--- src/rtl/sweep_pkg.sv ---
package sweep_pkg;

    parameter int TW_W   = 32;   // tuning word width
    parameter int RATE_W = 16;   // pacing count width
    parameter int PRE_W  = 3;    // prescaler bits, divide by 2**PRE_W

    localparam int PRE_LAST = (1 << PRE_W) - 1;

    typedef logic [TW_W-1:0]   tw_t;
    typedef logic [RATE_W-1:0] rate_t;
    typedef logic [PRE_W-1:0]  pre_t;

    typedef enum logic [1:0] {
        SEL_BASE  = 2'd0,
        SEL_DELTA = 2'd1,
        SEL_PACE  = 2'd2,
        SEL_SPARE = 2'd3
    } sel_e;

    typedef struct packed {
        tw_t   base;
        tw_t   delta;
        rate_t pace;
    } cfg_t;

    // One step LSB weighs two tuning-word LSBs.
    function automatic tw_t delta_to_inc(tw_t d);
        return {d[TW_W-2:0], 1'b0};
    endfunction

endpackage

--- src/rtl/sweep_regs.sv ---
module sweep_regs
    import sweep_pkg::*;
(
    input  logic       clk,
    input  logic       rst,
    input  logic       wr_en,
    input  logic [1:0] wr_sel,
    input  tw_t        wr_data,
    output cfg_t       cfg,
    output logic       pace_load,
    output rate_t      pace_wdata
);

    sel_e sel;
    assign sel        = sel_e'(wr_sel);
    assign pace_load  = wr_en && (sel == SEL_PACE);
    assign pace_wdata = wr_data[RATE_W-1:0];

    always_ff @(posedge clk) begin
        if (rst) begin
            cfg <= '0;
        end else if (wr_en) begin
            unique case (sel)
                SEL_BASE:  cfg.base  <= wr_data;
                SEL_DELTA: cfg.delta <= wr_data;
                SEL_PACE:  cfg.pace  <= pace_wdata;
                SEL_SPARE: ;
            endcase
        end
    end

    AST_BASE_UNTOUCHED: assert property (@(posedge clk) disable iff (rst)
        !(wr_en && sel == SEL_BASE) |=> $stable(cfg.base));

    AST_PACE_WRITE: assert property (@(posedge clk) disable iff (rst)
        pace_load |=> cfg.pace == $past(pace_wdata));

    AST_SPARE_IGNORED: assert property (@(posedge clk) disable iff (rst)
        (wr_en && sel == SEL_SPARE) |=> $stable(cfg));

endmodule

--- src/rtl/sweep_pacer.sv ---
module sweep_pacer
    import sweep_pkg::*;
(
    input  logic  clk,
    input  logic  rst,
    input  logic  sleep,
    input  rate_t pace,
    input  logic  pace_load,
    input  rate_t pace_wdata,
    output logic  fire
);

    pre_t  pre_cnt;
    rate_t down_cnt;
    logic  tick;
    logic  expiring;

    assign tick     = (pre_cnt == pre_t'(PRE_LAST)) && !sleep;
    assign expiring = (down_cnt <= rate_t'(1));
    assign fire     = tick && !pace_load && (pace != '0) && expiring;

    always_ff @(posedge clk) begin
        if (rst) begin
            pre_cnt <= '0;
        end else if (pace_load) begin
            pre_cnt <= '0;
        end else if (!sleep) begin
            pre_cnt <= pre_cnt + pre_t'(1);
        end
    end

    always_ff @(posedge clk) begin
        if (rst) begin
            down_cnt <= '0;
        end else if (pace_load) begin
            down_cnt <= pace_wdata;
        end else if (tick && pace != '0) begin
            if (expiring) down_cnt <= pace;
            else          down_cnt <= down_cnt - rate_t'(1);
        end
    end

    AST_SLEEP_FREEZE: assert property (@(posedge clk) disable iff (rst)
        (sleep && !pace_load) |=> ($stable(pre_cnt) && $stable(down_cnt)));

    AST_HALT_NO_FIRE: assert property (@(posedge clk) disable iff (rst)
        (pace == '0) |-> !fire);

    AST_LOAD_RESTART: assert property (@(posedge clk) disable iff (rst)
        pace_load |=> (pre_cnt == '0 && down_cnt == $past(pace_wdata)));

    AST_FIRE_ON_TICK: assert property (@(posedge clk) disable iff (rst)
        fire |-> (pre_cnt == pre_t'(PRE_LAST) && !sleep));

endmodule

--- src/rtl/sweep_accum.sv ---
module sweep_accum
    import sweep_pkg::*;
(
    input  logic clk,
    input  logic rst,
    input  logic hold,
    input  logic clear,
    input  logic step,
    input  tw_t  inc,
    output tw_t  acc
);

    always_ff @(posedge clk) begin
        if (rst) begin
            acc <= '0;
        end else if (!hold) begin
            if (clear)     acc <= '0;
            else if (step) acc <= acc + inc;
        end
    end

    AST_HOLD_STABLE: assert property (@(posedge clk) disable iff (rst)
        hold |=> $stable(acc));

    AST_CLEAR_WINS: assert property (@(posedge clk) disable iff (rst)
        (clear && !hold) |=> acc == '0);

    AST_STEP_ADDS: assert property (@(posedge clk) disable iff (rst)
        (step && !clear && !hold) |=> acc == $past(acc) + $past(inc));

    AST_IDLE_KEEPS: assert property (@(posedge clk) disable iff (rst)
        (!step && !clear) |=> $stable(acc));

endmodule

--- src/rtl/sweep_ftw_gen.sv ---
module sweep_ftw_gen
    import sweep_pkg::*;
(
    input  logic        clk,
    input  logic        rst,
    input  logic        sleep,
    input  logic        autoclear,
    input  logic        wr_en,
    input  logic [1:0]  wr_sel,
    input  logic [31:0] wr_data,
    output logic [31:0] ftw_out
);

    cfg_t  cfg;
    logic  pace_load;
    rate_t pace_wdata;
    logic  fire;
    tw_t   acc;
    tw_t   inc;

    sweep_regs u_regs (
        .clk        (clk),
        .rst        (rst),
        .wr_en      (wr_en),
        .wr_sel     (wr_sel),
        .wr_data    (tw_t'(wr_data)),
        .cfg        (cfg),
        .pace_load  (pace_load),
        .pace_wdata (pace_wdata)
    );

    sweep_pacer u_pacer (
        .clk        (clk),
        .rst        (rst),
        .sleep      (sleep),
        .pace       (cfg.pace),
        .pace_load  (pace_load),
        .pace_wdata (pace_wdata),
        .fire       (fire)
    );

    assign inc = delta_to_inc(cfg.delta);

    sweep_accum u_accum (
        .clk   (clk),
        .rst   (rst),
        .hold  (sleep),
        .clear (autoclear),
        .step  (fire),
        .inc   (inc),
        .acc   (acc)
    );

    assign ftw_out = 32'(cfg.base + acc);

    AST_OUT_RESET: assert property (@(posedge clk)
        rst |=> ftw_out == '0);

endmodule

--- config.mk ---
export PLATFORM = sky130hd
export DESIGN_NAME = sweep_ftw_gen
export DESIGN_NICKNAME = d
export VERILOG_FILES = /design/src/rtl/sweep_pkg.sv /design/src/rtl/sweep_regs.sv /design/src/rtl/sweep_pacer.sv /design/src/rtl/sweep_accum.sv /design/src/rtl/sweep_ftw_gen.sv
export SDC_FILE = /design/constraint.sdc
export NUM_CORES = 1
export LEC_CHECK = 0
export ABC_CLOCK_PERIOD_IN_PS = 6100
export BUFFER_PORTS_ARGS = -buffer_cell sky130_fd_sc_hd__buf_2
export CAP_MARGIN = 20
export CORE_MARGIN = 2
export CORE_UTILIZATION = 35
export DETAILED_ROUTE_END_ITERATION = 8
export GPL_ROUTABILITY_DRIVEN = 0
export GPL_TIMING_DRIVEN = 0
export MAX_ROUTING_LAYER = met4
export SYNTH_ARGS = -nofsm -noshare
export SYNTH_HDL_FRONTEND = slang
export SYNTH_SLANG_ARGS = --single-unit
--- constraint.sdc ---
create_clock -name clk -period 6.1 [get_ports clk]
set_input_delay 0.305 -clock clk [delete_from_list [all_inputs] [get_ports clk]]
set_output_delay 0.305 -clock clk [all_outputs]
set_load 0.01 [all_outputs]
# After elaboration in Yosys (flattened, before gate mapping)
# Cells that the tools add are included.
[classes] n_mux=5 magnitude_cmp=1 addsub=4 eq_ne=3 bitwise_logic=1 n_reduce_logical=17
[op_table] op="$add 32x32->32" count=2
[op_table] op="$mux 32" count=2
[op_table] op="$mux 16" count=3
[op_table] op="$le 16x1->1 const B" count=1
[op_table] op="$reduce_bool 16->1" count=1
[op_table] op="$sub 16x1->16 const B" count=1
[op_table] op="$reduce_and 2->1" count=4
[op_table] op="$logic_and 1x1->1" count=6
[op_table] op="$reduce_bool 2->1" count=2
[op_table] op="$add 3x1->3 const B" count=1
[op_table] op="$eq 3x3->1 const B" count=1
[op_table] op="$eq 2x1->1 const B" count=1
[op_table] op="$eq 2x2->1 const B" count=1
[op_table] op="$logic_not 1->1" count=2
[op_table] op="$logic_not 2->1" count=1
[op_table] op="$reduce_or 2->1" count=1
[op_table] op="$not 1->1" count=1
[word_totals] reg_bits=130 word_cells=37 in_bits=39

# Logic depth before layout (Yosys ltp)
# Gate-level depths: netlist (run 1).
[depth] word_depth=8 depth_mapped=13 mapped_depth_nobuf=11

# Modules after synthesis
# Synthesis (run 1) repeated with hierarchy kept, for this count alone.
[hier_totals] hier_cells=1109 hier_area_um2=9466.6
[modules_own_cells] module="sweep_regs" n_inst=1 cells_per_inst=316 area_per_inst_um2=3414.5 seq_area_each_um2=1601.5
[modules_own_cells] module="sweep_accum" n_inst=1 cells_per_inst=357 area_per_inst_um2=2861.5 seq_area_each_um2=640.6
[modules_own_cells] module="sweep_ftw_gen" n_inst=1 cells_per_inst=248 area_per_inst_um2=1730.4 seq_area_each_um2=0.0
[modules_own_cells] module="sweep_pacer" n_inst=1 cells_per_inst=188 area_per_inst_um2=1460.2 seq_area_each_um2=380.4

# Worst setup path after synthesis (run 1)
# Ideal clock, no wire load.
[synth_path] path_type="flip-flop to flip-flop" start="reg u_accum.acc[1]" end="reg u_accum.acc[31]" path_stages_with_launch=12 synth_period_minus_slack_ps=2841 setup_time_ps=123 setup_slack_ps=3259 arrival_time_ps=2717 cell_sequence="dfxtp_1 -> ha_1 -> fa_1 -> a21o_1 -> a221o_1 -> a31oi_4 -> nor2_2 -> o21ai_1 -> o311ai_1 -> a21oi_1 -> mux2i_1 -> mux2_1"
[synth_between] elab_chain_cells=3
[synth_lines] item="start: declaration" line="sweep_accum.sv:10" text="output tw_t acc"
[synth_lines] item="start signal: assignment" line="sweep_accum.sv:18" text="else if (step) acc <= acc + inc;"
[synth_lines] item="$add 32x32->32" line="sweep_accum.sv:18"
[synth_lines] item="$mux 32" line="sweep_accum.sv:18"
[synth_lines] item="$mux 32" line="sweep_accum.sv:17" text="if (clear) acc <= '0;"
# No other way between the ends. The select of a mux whose other input is x is not followed.
# A chain may end at the register's enable or synchronous reset.

# Worst setup path after layout (run 1)
[layout_path] start="reg u_accum.acc[2]" end="out ftw_out[30]"
[layout_between] elab_chain_cells=1
[layout_lines] item="$add 32x32->32" line="sweep_ftw_gen.sv:54" text="assign ftw_out = 32'(cfg.base + acc);"
[layout_lines] item="end: declaration" line="sweep_ftw_gen.sv:11" text="output logic [31:0] ftw_out"
# No other way between the ends.

==> impl_metrics.csv, run 1 <==
group,metric,value,unit
floorplan,number_of_rows_created_at_floorplan,55,
floorplan,initial_core_utilization,35.65,%
route,drt-pass1-iter-count,7,
floorplan,coreArea,22640,um^2
placed_design,place_hpwl,17990,um
layout,areaGrowthSynthToFinish,15.35,%
cts,cts_inserted_buffers,17,
logic_synthesis,synth_top_area_share,32.00,%
placed_design,placed_cells_incl_taps,1410,
global_route,grt_pass1_wl,37390,um
cts,post-cts-setup-buffers,0,
logic_synthesis,ys_types,74,
logic_synthesis,async_reset_ff_share,0,%
logic_synthesis,synth_xor_area_share,6.186,%
global_route,grt_overflow,0,
power_and_ir_drop,power-per-cell-area,224.8,nW/um^2
power_and_ir_drop,ir_drop,0.0002096,V
critical_path,startpoint,"u_accum.acc[2]$_SDFFE_PP0P_",
timing,timing.final.hold_violations,0,
timing,period_needed,3.979,ns
layout,layout-drive-gt1-share,10.24,%
critical_path,reg2reg_setup_slack,2.88,ns
power_and_ir_drop,clkPwrFrac,45.8,%
logic_synthesis,yosysMostFrequentCell,"nand2_1",
route,first_iter_violations,488,
route,wl_per_cell,16.33,um
logic_synthesis,largest_family_of_logic_cells_by_synthesized_area,"compound AO/OA/AOI/OAI gates",
power_and_ir_drop,static-leakage-power,3.947,nW
critical_path,setup.worst_path.end,"ftw_out[30]",
route,drt-total-wl,23460,um
cts,worstSkewPairLatency,0.43,ns
cts,clk_pin_slew,0.06,ns
critical_path,critical_path.max_fanout,4,
route,ant_nets,0,
global_route,first_global_vias,7123,
logic_synthesis,share_of_cell_area_taken_by_muxes_after_synthesis,0.7597,%
timing,post-route-worst-setup-slack,2.121,ns
critical_path,startpoint_type,"flip-flop",
timing,report.final.setup_viol,0,
global_route,overall_global_routing_usage,20.21,%
layout,layout.core_utilization,41.12,%
logic_synthesis,syn_area,8070,um^2
min_path,worstHoldPathType,"primary input to flip-flop",
route,routed_via_density,5.357,
power_and_ir_drop,share_seq_of_total_power,42.3,%
logic_synthesis,avgSynthCellArea,7.635,um^2
critical_path,cp.required,5.79,ns
critical_path,crit_arrival,3.67,ns
logic_synthesis,yosysSeqAreaShare,32.00,%
cts,cts.sinks,129,
logic_synthesis,post_synth_fa_ha_maj_area_fraction,10.33,%
logic_synthesis,synth_enable_flop_cells,0,
job,cap_viol_max_count,0,
placed_design,post-place-ws,2.500,ns
timing,setup_repair_after_global_routing_missed_its_margin,"no",
logic_synthesis,synthTopCellsByArea,"dfxtp_1 32%, a21oi_1 10%, ha_1 10%",
power_and_ir_drop,switching_share,26.19,%
critical_path,critPathCaptureType,"output pin",
cts,clock_tree.htree_level_count,4,
floorplan,die_h,155.9,um
power_and_ir_drop,comb_power_share,11.9,%
timing,timing.setup.tns,0,ns
global_route,grt_antenna_before_repair,0,
timing,finalCritPeriodShare,65.23,%
layout,antennaDiodeCount,0,
logic_synthesis,dominantRegCellSynth,"dfxtp_1",
route,drt_drc_violations_left,0,
timing,slew-limit-headroom,45.46,%
critical_path,r2r.worst_path.cells,11,
cts,cts_resizes,0,
floorplan,chipWidth,155.9,um
critical_path,worst_r2r_startpoint,"u_accum.acc[1]$_SDFFE_PP0P_",
cts,cts_tree,"yes",
timing,worstMarginPinSlew,0.8163,ns
critical_path,path_class,"flip-flop to output pin",
cts,count_of_hold_buffers_inserted_by_post_cts_repair,0,
logic_synthesis,synthDominantAreaCellType,"dfxtp_1",
logic_synthesis,netlist_instances,1057,
layout,number_of_nets_in_the_final_layout,1249,
timing,fmax,251.3,MHz
timing,count_of_pins_over_their_slew_limit,0,
global_route,grt_max_degree,17,
logic_synthesis,yosysWarningCount,0,
power_and_ir_drop,cell_internal_pwr,1.545,mW
cts,cts.root.buffer_cell,"clkbuf_16",
layout,finish.cell_count_without_fillers,1437,
logic_synthesis,synth_simple_gate_area_share,21.64,%
cts,cts_buffer_depth,2,
placed_design,io_buffers,68,
timing,worst_clock_skew,0.01024,ns
logic_synthesis,ys_seq_elements,129,
logic_synthesis,synth_nets,1162,
logic_synthesis,synth_common_cells,"209 x nand2_1, 169 x a21oi_1, 129 x dfxtp_1",
power_and_ir_drop,power.net_switching,0.5482,mW
status,outcome,"complete, no violations",
route,route.vias.total,7698,
floorplan,dieArea,24290,um^2
critical_path,r2r-end,"u_accum.acc[31]$_SDFFE_PP0P_",
power_and_ir_drop,total_power,2.093,mW
logic_synthesis,synth_compound_area_share,25.26,%
floorplan,floorplan.io_pins,71,
## critical path, stage by stage, from the launching register on
cell and delay (ns):
dfxtp_1 0.37, ha_1 0.35, a21o_1 0.15, nand3_1 0.12
a31o_2 0.30, o31ai_1 0.50, a21oi_1 0.27, o311ai_2 0.45
a31oi_1 0.24, mux2i_1 0.21, o2111ai_1 0.11, buf_2 0.16
## worst min path at each step
stage               depth (start not counted)                        start  slack [ns]                          end
floorplan                                   2  u_regs.cfg[48]$_SDFFE_PP0P_        0.44  u_regs.cfg[48]$_SDFFE_PP0P_
global placement                            2  u_regs.cfg[70]$_SDFFE_PP0P_        0.45  u_regs.cfg[70]$_SDFFE_PP0P_
detailed placement                          2  u_regs.cfg[50]$_SDFFE_PP0P_        0.45  u_regs.cfg[50]$_SDFFE_PP0P_
CTS                                         3                  wr_data[31]        0.11  u_regs.cfg[79]$_SDFFE_PP0P_
global route                                3                  wr_data[31]        0.11  u_regs.cfg[79]$_SDFFE_PP0P_
finish                                      3                  wr_data[31]        0.11  u_regs.cfg[79]$_SDFFE_PP0P_
## layout make-up
class	count	area, um^2
inverter	25	93.84
sequential	129	2582
multi-input combinational	849	5179
clock buffer	22	484.2
clock inverter	5	57.56
timing repair buffer	68	340.3
buffer	54	215.2
fill	2394	13330
tap	285	356.6
## metrics by stage
| stage | hold WS [ns] | area, um^2 |
|---|---|---|
| CTS | 0.1051 | 9309 |
| finish | 0.1110 | 9309 |
| global route | 0.1107 | 9309 |
| detailed placement | 0.4535 | 8767 |
| floorplan | 0.4367 | 8070 |
| global placement | 0.4492 | 8767 |
## registers in the layout, indices dropped and copies added (netlist names)
signal and count:
u_accum.acc 31, u_pacer.down_cnt 16, u_pacer.pre_cnt 3, u_regs.cfg 79
## cell usage in the layout (no fill, tap or decap), types with 5 or more instances in the layout
master and instances:
o21ai_1 10, and3_1 7, inv_1 25, a21oi_1 169, o21a_1 5, ha_1 65
or3_1 6, a211oi_1 11, nor3_1 20, a31oi_1 9, o211ai_1 6, a21o_1 29
a22oi_1 7, nand2b_1 6, mux2i_1 5, buf_2 69, o21bai_1 9, nor4_1 7
o31ai_1 5, clkbuf_1 47, o221ai_1 9, nand2_1 209, nor2_1 76, nor3b_1 6
buf_1 5, nand3_1 17, clkbuf_16 17, o21ai_0 32, nor2b_1 6, xnor2_1 37
xor2_1 20, dfxtp_1 129
## power groups by stage
| stage | Sequential [mW] | Clock [mW] | Combinational [mW] |
|---|---|---|---|
| global placement | 0.903 | 0 | 0.245 |
| global route | 0.887 | 1.01 | 0.279 |
| CTS | 0.885 | 0.969 | 0.249 |
| floorplan | 0.897 | 0 | 0.169 |
| finish | 0.885 | 0.959 | 0.249 |
| detailed placement | 0.903 | 0 | 0.248 |
## cells by family after synthesis
family                     count (synthesis)
AOI/OAI and AO/OA                        332
xor gates and xnor gates                  57
adders and majority gates                 66
buffers and inverters                     79
DFF                                      129
muxes                                      6
and+or+nand+nor                          388
## metal layers
metal  share of wire [%]  global-route usage [%]  vias up
li1                    -                       -     3911
met1                  48                   26.48     3578
met2                  46                   32.64      178
met3                 4.5                   3.778       31
met4                 1.4                   4.238        0
met5                   0                       -        -
Note: power is estimated with default switching activity, not from simulation.
==> inputs of run 2 (changes only) <==
ABC_AREA = 1   (was not set)
ABC_CLOCK_PERIOD_IN_PS = 4100   (was 6100)
clock period = 4.1 ns   (was 6.1 ns; I/O delays follow)
==> impl_metrics.csv, run 2 <==
group,metric,value,unit
timing,finalCritPeriodShare,68.82,%
logic_synthesis,share_of_cell_area_taken_by_muxes_after_synthesis,0,%
cts,clk_pin_slew,0.06,ns
layout,largest_reg_flops,79,
cts,cts.root.buffer_cell,"clkbuf_16",
layout,antennaDiodeCount,0,
layout,finish.cell_count_without_fillers,1939,
route,wl_per_cell,15.68,um
critical_path,crit_arrival,2.62,ns
floorplan,number_of_rows_created_at_floorplan,59,
layout,layout.cells.most_common,"nand2_1",
floorplan,floorplan.io_pins,71,
logic_synthesis,synth_simple_gate_area_share,31.98,%
layout,areaGrowthSynthToFinish,15.03,%
layout,layout_top_registers,"u_regs.cfg (79), u_accum.acc (31), u_pacer.down_cnt (16)",
cts,cts_inserted_buffers,17,
global_route,grt_max_degree,17,
critical_path,worstPathBufferInverterCount,1,
timing,setup_repair_after_global_routing_missed_its_margin,"no",
floorplan,chipWidth,166.5,um
critical_path,critical-path-slowest-cell,"o21ai_0",
cts,worstSkewPairLatency,0.43,ns
timing,slew-limit-headroom,46.10,%
route,drt-total-wl,30400,um
floorplan,die_h,166.5,um
route,routed_via_density,5.089,
min_path,whs_path_depth,3,
layout,number_of_nets_in_the_final_layout,1696,
min_path,timing.hold.worst_endpoint,"u_regs.cfg[73]$_SDFFE_PP0P_",
floorplan,coreArea,25980,um^2
logic_synthesis,ys_types,38,
placed_design,placed_cells_incl_taps,1907,
logic_synthesis,netlist_instances,1502,
floorplan,dieArea,27740,um^2
layout,area_of_all_placed_cells_without_fillers,10640,um^2
min_path,worstHoldPathType,"primary input to flip-flop",
status,outcome,"complete, no violations",
logic_synthesis,yosysMostFrequentCell,"nand2_1",
timing,timing.setup.tns,0,ns
power_and_ir_drop,static-leakage-power,5.377,nW
job,cap_viol_max_count,0,
global_route,grt_overflow,0,
critical_path,worst_r2r_startpoint,"u_accum.acc[1]$_SDFFE_PP0P_",
global_route,grt_pass1_wl,47690,um
critical_path,startpoint,"u_accum.acc[4]$_SDFFE_PP0P_",
layout,layout.core_utilization,40.94,%
logic_synthesis,synthDominantAreaCellType,"dfxtp_1",
critical_path,path_class,"flip-flop to output pin",
power_and_ir_drop,power-per-cell-area,316.4,nW/um^2
logic_synthesis,synth_enable_flop_cells,0,
critical_path,r2r.worst_path.cells,10,
cts,cts_resizes,0,
placed_design,area_after_dpl,10020,um^2
timing,report.final.setup_viol,0,
layout,register_area,2582,um^2
critical_path,cp.required,3.89,ns
layout,layout_common_cells,"409 x nand2_1, 209 x inv_1, 183 x nor2_1",
layout,regMostFlops,"u_regs.cfg",
logic_synthesis,syn_area,9248,um^2
route,route.vias.total,9868,
cts,post-cts-setup-buffers,0,
timing,timing.final.hold_violations,0,
floorplan,initial_core_utilization,35.59,%
logic_synthesis,ys_seq_elements,129,
logic_synthesis,synth_nets,1607,
logic_synthesis,synth_compound_area_share,16.45,%
global_route,first_global_vias,9229,
layout,multiInputGateArea,5680,um^2
timing,fmax,354.4,MHz
logic_synthesis,synthTopCellsByArea,"dfxtp_1 28%, nand2_1 17%, ha_1 8.8%",
critical_path,r2r-end,"u_accum.acc[29]$_SDFFE_PP0P_",
placed_design,place_hpwl,24410,um
timing,count_of_pins_over_their_slew_limit,0,
placed_design,post-place-ws,1.747,ns
power_and_ir_drop,ir_drop,0.0003253,V
logic_synthesis,synth_common_cells,"409 x nand2_1, 209 x inv_1, 183 x nor2_1",
critical_path,critPathCaptureType,"output pin",
layout,layout-drive-gt1-share,7.855,%
logic_synthesis,yosysWarningCount,0,
critical_path,path_cells,"ha_1 -> a21oi_1 -> o21ai_0 -> a21oi_1 -> o21ai_0 -> nand2_1 -> nand2_1 -> xor2_1 -> buf_2",
critical_path,startpoint_type,"flip-flop",
critical_path,critical_path.max_fanout,5,
logic_synthesis,avgSynthCellArea,6.157,um^2
min_path,hold_start,"wr_data[25]",
cts,cts.sinks,129,
route,ant_nets,0,
cts,cts_buffer_depth,2,
global_route,grt_antenna_before_repair,0,
critical_path,cpLargestDelayFamily,"compound AO/OA/AOI/OAI gates",
cts,cts_tree,"yes",
route,drt-pass1-iter-count,7,
logic_synthesis,async_reset_ff_share,0,%
logic_synthesis,synth_top_area_share,27.93,%
critical_path,reg2reg_setup_slack,1.79,ns
logic_synthesis,yosysSeqAreaShare,27.93,%
logic_synthesis,post_synth_fa_ha_maj_area_fraction,9.011,%
layout,nFillCells,2824,
route,drt_drc_violations_left,0,
timing,worstMarginPinSlew,0.8085,ns
logic_synthesis,dominantRegCellSynth,"dfxtp_1",
route,first_iter_violations,691,
cts,count_of_hold_buffers_inserted_by_post_cts_repair,0,
logic_synthesis,synth_xor_area_share,3.978,%
timing,worst_clock_skew,0.01273,ns
placed_design,io_buffers,69,
logic_synthesis,largest_family_of_logic_cells_by_synthesized_area,"simple AND/OR/NAND/NOR gates",
global_route,overall_global_routing_usage,22.20,%
timing,period_needed,2.821,ns
critical_path,crit_path_max_incr_delay,0.40,ns
cts,clock_tree.htree_level_count,4,
timing,post-route-worst-setup-slack,1.279,ns
run 2: cell count changes after synthesis, sizes merged, moves of 11 or more:
cell / change
a21oi: -26
nand3: +67
nor2: +110
inv: +187
nand2: +201
a211oi: -11
clkbuf: -18
o21ai: +75
xnor2: -31
a21o: -25
xor2: +16
run 2: final cells by class:
cell class	count	share of cell area [%]
clock inverters	13	1.647
flip-flops and latches	129	24.28
clock buffers	19	4.164
repair buffers	70	3.317
well taps	335	3.940
inverters	212	7.481
multi-input cells	1122	53.40
plain buffers	39	1.776
run 2: stage by stage:
stage | hold WS (ns) | power [mW]
6_report | 0.02073 | 3.366
5_1_grt | 0.04429 | 3.482
4_1_cts | 0.01764 | 3.372
3_5_place_dp | 0.4469 | 1.768
3_3_place_gp | 0.4411 | 1.767
2_1_floorplan | 0.3399 | 1.617
run 2: worst reg2reg max path, stage by stage, from the launching register on:
cell and delay [ns]:
dfxtp_1 0.37, ha_1 0.28, fa_1 0.46, nand3_1 0.11, nand3_1 0.20, nand3_1 0.13, nand3_1 0.17, nand2_1 0.17
nand3_1 0.09, nand3_1 0.11, a21oi_1 0.06
run 2: per-layer routing:
layer	vias up	track usage, %	share of wire, %
met5	-	-	0
met4	0	7.459	2.8
met3	46	3.588	6.8
met2	336	36.26	45
met1	4481	27.95	45
li1	5005	-	-
run 2: cell families after synthesis:
family / after synthesis
XOR/XNOR: 42
flip-flops: 129
adder cells (fa/ha/maj): 66
buffers and inverters: 251
AND/OR/NAND/NOR: 724
AO/OA/AOI/OAI: 290
run 2: power by group:
group	internal, mW	switching (mW)
Clock	0.985	0.631
Combinational	0.137	0.283
Sequential	1.30	0.0316
run 2: worst max-delay path by stage:
stage,end,cells after the start
final,ftw_out[23],9
after global routing,ftw_out[23],9
after CTS,ftw_out[23],9
after detailed placement,ftw_out[23],9
after global placement,ftw_out[23],9
after floorplan,ftw_out[30],13
